### src/rtl/trig_pkg.sv
package trig_pkg;
  // Strobes from control to datapath
  typedef struct packed {
    logic cntZero;   // force counter to zero
    logic cntInc;    // advance counter
    logic cmpLoad;   // capture new compare value
  } dpStrobe_t;
endpackage

### src/rtl/trig_datapath.sv
module trig_datapath
  import trig_pkg::*;
#(
  parameter int CNT_W    = 16,
  parameter int INIT_CMP = 1
) (
  input  logic             clk,
  input  logic             rstN,
  input  dpStrobe_t        strobe,
  input  logic [CNT_W-1:0] cmpVal,
  output logic             atCmp
);
  localparam logic [CNT_W-1:0] CmpReset = CNT_W'(INIT_CMP);

  logic [CNT_W-1:0] cntQ;
  logic [CNT_W-1:0] activeCmp;

  always_ff @(posedge clk or negedge rstN) begin
    if (!rstN) begin
      cntQ <= '0;
    end else if (strobe.cntZero) begin
      cntQ <= '0;
    end else if (strobe.cntInc) begin
      cntQ <= cntQ + 1'b1;
    end
  end

  always_ff @(posedge clk or negedge rstN) begin
    if (!rstN) begin
      activeCmp <= CmpReset;
    end else if (strobe.cmpLoad) begin
      activeCmp <= cmpVal;
    end
  end

  assign atCmp = (cntQ == activeCmp);
endmodule

### src/rtl/trig_control.sv
module trig_control
  import trig_pkg::*;
(
  input  logic      clk,
  input  logic      rstN,
  input  logic      enable,
  input  logic      clear,
  input  logic      atCmp,
  output dpStrobe_t strobe,
  output logic      toggleOut,
  output logic      startPulse,
  output logic      matchFlag
);
  logic wrap;

  always_comb begin
    wrap           = enable && !clear && atCmp;
    strobe.cntZero = clear || wrap;
    strobe.cntInc  = enable && !clear && !atCmp;
    strobe.cmpLoad = clear || wrap;
  end

  always_ff @(posedge clk or negedge rstN) begin
    if (!rstN) begin
      toggleOut  <= 1'b0;
      startPulse <= 1'b0;
      matchFlag  <= 1'b0;
    end else if (clear) begin
      toggleOut  <= 1'b0;
      startPulse <= 1'b0;
      matchFlag  <= 1'b0;
    end else if (wrap) begin
      toggleOut  <= !toggleOut;
      startPulse <= !toggleOut;
      matchFlag  <= 1'b1;
    end else begin
      startPulse <= 1'b0;
      matchFlag  <= 1'b0;
    end
  end
endmodule

### src/rtl/conv_trig_timer.sv
module conv_trig_timer
  import trig_pkg::*;
#(
  parameter int CNT_W    = 16,
  parameter int INIT_CMP = 1
) (
  input  logic             clk,
  input  logic             rstN,
  input  logic             enable,
  input  logic             clear,
  input  logic [CNT_W-1:0] cmpVal,
  output logic             toggleOut,
  output logic             startPulse,
  output logic             matchFlag
);
  dpStrobe_t strobe;
  logic      atCmp;

  trig_datapath #(.CNT_W(CNT_W), .INIT_CMP(INIT_CMP)) dp_i (
    .clk(clk), .rstN(rstN), .strobe(strobe), .cmpVal(cmpVal), .atCmp(atCmp)
  );

  trig_control ctl_i (
    .clk(clk), .rstN(rstN), .enable(enable), .clear(clear), .atCmp(atCmp),
    .strobe(strobe), .toggleOut(toggleOut), .startPulse(startPulse),
    .matchFlag(matchFlag)
  );
endmodule

### config.mk
export PLATFORM = sky130hd
export DESIGN_NAME = conv_trig_timer
export DESIGN_NICKNAME = d
export VERILOG_FILES = /design/src/rtl/trig_pkg.sv /design/src/rtl/trig_datapath.sv /design/src/rtl/trig_control.sv /design/src/rtl/conv_trig_timer.sv
export SDC_FILE = /design/constraint.sdc
export NUM_CORES = 1
export LEC_CHECK = 0
export BUFFER_PORTS_ARGS = -buffer_cell sky130_fd_sc_hd__buf_2
export CAP_MARGIN = 20
export CORE_AREA = 4 4 76 71
export CTS_BUF_LIST = sky130_fd_sc_hd__clkbuf_4
export DETAILED_ROUTE_END_ITERATION = 8
export DIE_AREA = 0 0 80 75
export PLACE_DENSITY_LB_ADDON = 0.05
export SLEW_MARGIN = 5
export SYNTH_ARGS = -nofsm -noshare
export SYNTH_HDL_FRONTEND = slang
export SYNTH_SLANG_ARGS = --single-unit
### constraint.sdc
create_clock -name clk -period 5 [get_ports clk]
set_input_delay 1 -clock clk [delete_from_list [all_inputs] [get_ports clk]]
set_output_delay 1 -clock clk [all_outputs]
set_load 0.03 [all_outputs]
==> results by group <==
Outcome
  • Status: finished clean

Detailed routing
  • Average wire per standard cell: 13.7 µm
  • Met3 routed WL: 139 µm
  • Routed Wire Length: 3200 µm
  • Uppermost signal routing layer after detailed routing: met4
  • Met2 Routed Length: ~1400 µm
  • Total routed wire length on the met1 layer: between 1500 and 2000 µm
  • Final routed DRC violation total: 0
  • Number of nets with antenna violations after routing: 0
  • Number of vias after detailed routing: between 1,000 and 1,500
  • Number of optimization iterations in the first detailed-route pass: 3
  • Iter 0 DRT Violations: 54
  • Routed vias/inst: around 4.6

GRT
  • Initial antenna violation count: 0
  • Global-route wire length before repair: 5580 µm
  • Total grt overflow: 0
  • Total routing resource utilization after global routing: 0.124
  • Pin count of the biggest net entering global routing: 36
  • Number of global-route vias before repair: between 1,000 and 1,500

Timing
  • Transition time of the tightest slew-check pin: 0.971 ns
  • Period utilisation layout: 0.503
  • Fin Setup TNS: 0 ns
  • RSZ-0062 raised after global routing: no
  • Post-route worst hold slack: 0.490 ns
  • Minimum clock period after layout: 2.52 ns
  • Worst rel slew slack: 0.351
  • Number of failing setup endpoints in the final timing report: 0
  • Max Clk Rate: 0.397 GHz
  • Pins Over Slew Limit: 0
  • Worst Skew: ~0.016 ns
  • Number of hold-slack violations in the final timing report: 0

Final layout
  • Number of inserted diodes: 0
  • Area Overhead vs Synth: 11.7%
  • Area of combinational cells with multiple inputs: 851 µm²
  • Footprint of the flip-flops and latches: approximately 880 µm²
  • Fraction of layout cells with a size suffix above 1: 0.315
  • Non-Filler Cell Area, Final: 1980 µm²
  • # fillers: 474
  • Post-route non-filler standard cell count: about 230
  • Post-Route Utilization: 0.422
  • Final Net Count: ~190

Critical path
  • Kind of end point of the critical path: flip-flop
  • Crit-path slowest cell: o21bai_4
  • Crit path kind: flip-flop to flip-flop
  • Cell family with most CP delay: compound AO/OA/AOI/OAI gates
  • Biggest fanout along the worst timing path: 30
  • Required time reported for the critical path endpoint: 5.22 ns
  • Worst Path Buf+Inv: 0
  • Capture instance of the worst register-to-register path: dp_i.activeCmp[15]$_DFFE_PN0P_
  • Reg2Reg Launch Point: dp_i.cntQ[9]$_DFFE_PN0P_
  • Arrival time worst endpoint: approximately 2.7 ns
  • Slack of the worst reg-to-reg path: 2.48 ns
  • Cells traversed along the worst timing path: xor2_1 > nor4_2 > nand3_2 > o21bai_4 > mux2_2
  • Delay of the slowest cell on the worst path: 0.79 ns
  • Type of origin of the critical path: flip-flop
  • Depth of the worst register-to-register path: 5

Placed design
  • Area post-placement: 1920 µm²
  • Placed wire-length estimate after detailed placement: 2250 µm
  • Number of buffers inserted by port buffering: 22
  • Weighted congestion reported at the end of routability-driven placement: 0.712
  • Placed instance count: between 200 and 250

Floorplanning
  • Count of boundary I/O pins: 23
  • Die Ht: roughly 75 µm
  • Core region area: 4680 µm²
  • Width of the chip: 80 µm
  • Die Outline Area: ~6000 µm²
  • Starting utilization of the core area: 0.378
  • Number of rows in the core area: 24

Hold path
  • Depth of the worst hold-timing path: 1
  • Tightest Hold Check Type: flip-flop to flip-flop
  • Start point of the worst min-delay path: ctl_i.toggleOut$_DFFE_PN0P_
  • Worst hold endpoint: ctl_i.startPulse$_DFF_PN0_

Logic synthesis
  • Ys async rst share: 1.00
  • Most used standard cell by instance count after synthesis: dfrtp_1
  • Dominant synthesized flop cell: dfrtp_1
  • Sequential share of the synthesized area: 0.496
  • Area fraction of the dominant cell type after synthesis: 0.481
  • Post-synthesis cell type count: 29
  • Synthesized netlist net count: 163
  • Cell count after synthesis: 142
  • Largest area contributor in the synthesized netlist: dfrtp_1
  • Synth Register Bits: 35
  • Syn_area_per_cell: 12.5 µm²
  • Post-synthesis instance area: about 1800 µm²
  • YS warnings: 0
  • Synth cell count leaders: 34 x dfrtp_1, 25 x xor2_1, 15 x mux2_4
  • Top cells by area in the synthesized netlist: dfrtp_1 48%, mux2_4 13%, xor2_1 12%
  • Number of synthesized flops with an enable pin: 0

CTS
  • Number of buffers added to fix hold violations after cts: 0
  • Buffers from clock root to sink, at most: 2
  • Clock edge transition at the registers on the reported setup and hold paths: around 0.11 ns
  • Cts repair resizes: 0
  • Total number of clock tree sinks: 35
  • H-tree levels: 2
  • TritonCTS clock tree: yes
  • Clock latency of the later-clocked register in the worst-skew pair: 0.33 ns
  • CTS Root Buffer Type: clkbuf_4
  • TritonCTS buffer count: 5
  • Post-CTS setup-driven buffer insertion count: 0

Job
  • Max-capacitance violation count: 0

Power
  • Power per standard cell area: 268 nW/µm²
  • Maximum resistive drop on vdd: 0.138 mV
  • Total leakage power: about 0.95 nW
==> stage by stage <==
step / total power [W] / worst slack [ns]
after global routing: 0.000556 / 2.29
after floorplan: 0.000358 / 2.93
after CTS: 0.000538 / 2.43
after global placement: 0.000378 / 2.18
final: 0.000531 / 2.48
after detailed placement: 0.000379 / 2.14
==> registers in the layout, indices dropped and copies added, names as in the netlist <==
| name | flops |
|---|---|
| dp_i.activeCmp | 16 |
| dp_i.cntQ | 16 |
| ctl_i.matchFlag | 1 |
| ctl_i.startPulse | 1 |
| ctl_i.toggleOut | 1 |
==> power breakdown <==
| part | total, W | internal (W) | switching (W) |
|---|---|---|---|
| Combinational | 0.0000623 | 0.0000352 | 0.0000271 |
| Clock | 0.000159 | 0.0000658 | 0.0000930 |
| Sequential | 0.000310 | 0.000298 | 0.0000120 |
==> layout by cell type (no fill, tap or decap), drive strengths merged <==
cell     n
dfrtp   34
xor2    25
buf     22
mux2    16
nor2    14
nand2    8
clkbuf   7
nand3    6
xnor2    5
and3     5
nor4     4
and4     3
a21oi    3
nor2b    2
nand2b   2
o21ai    2
nand4b   1
and3b    1
o21bai   1
o21a     1
o211ai   1
or3      1
nand4    1
ha       1
clkinv   1
dfstp    1
==> logic make-up after synthesis <==
| group | after synthesis | synth area share |
|---|---|---|
| AND/OR/NAND/NOR | 48 | 0.158 |
| flip-flops | 35 | 0.496 |
| XOR/XNOR | 30 | 0.149 |
| multiplexers | 16 | 0.134 |
| AO/OA/AOI/OAI | 8 | 0.0332 |
| buffers and inverters | 4 | 0.0233 |
| adder cells (fa/ha/maj) | 1 | 0.00707 |
==> layout make-up <==
class                   instances  share of cell area
clock buffers                   7              0.0266
clock inverters                 1             0.00253
multi-input cells             103               0.430
flip-flops and latches         35               0.444
well taps                      65              0.0411
repair buffers                 22              0.0557
==> worst max path at each step <==
stage	startpoint	end	slack, ns	cells past startpoint
6_report	dp_i.cntQ[9]$_DFFE_PN0P_	dp_i.activeCmp[15]$_DFFE_PN0P_	2.48	5
5_1_grt	dp_i.cntQ[14]$_DFFE_PN0P_	dp_i.activeCmp[15]$_DFFE_PN0P_	2.29	5
4_1_cts	dp_i.cntQ[9]$_DFFE_PN0P_	dp_i.activeCmp[15]$_DFFE_PN0P_	2.43	5
3_5_place_dp	clear	dp_i.activeCmp[15]$_DFFE_PN0P_	2.14	4
3_3_place_gp	clear	dp_i.activeCmp[15]$_DFFE_PN0P_	2.18	4
2_1_floorplan	clear	dp_i.activeCmp[1]$_DFFE_PN0P_	2.93	4
==> metal layers <==
layer	global-route usage	vias up
li1	-	532
met1	0.171	530
met2	0.187	17
met3	0.0359	2
met4	0.0450	0
met5	0	-
Power figures use the tool's default switching activity.
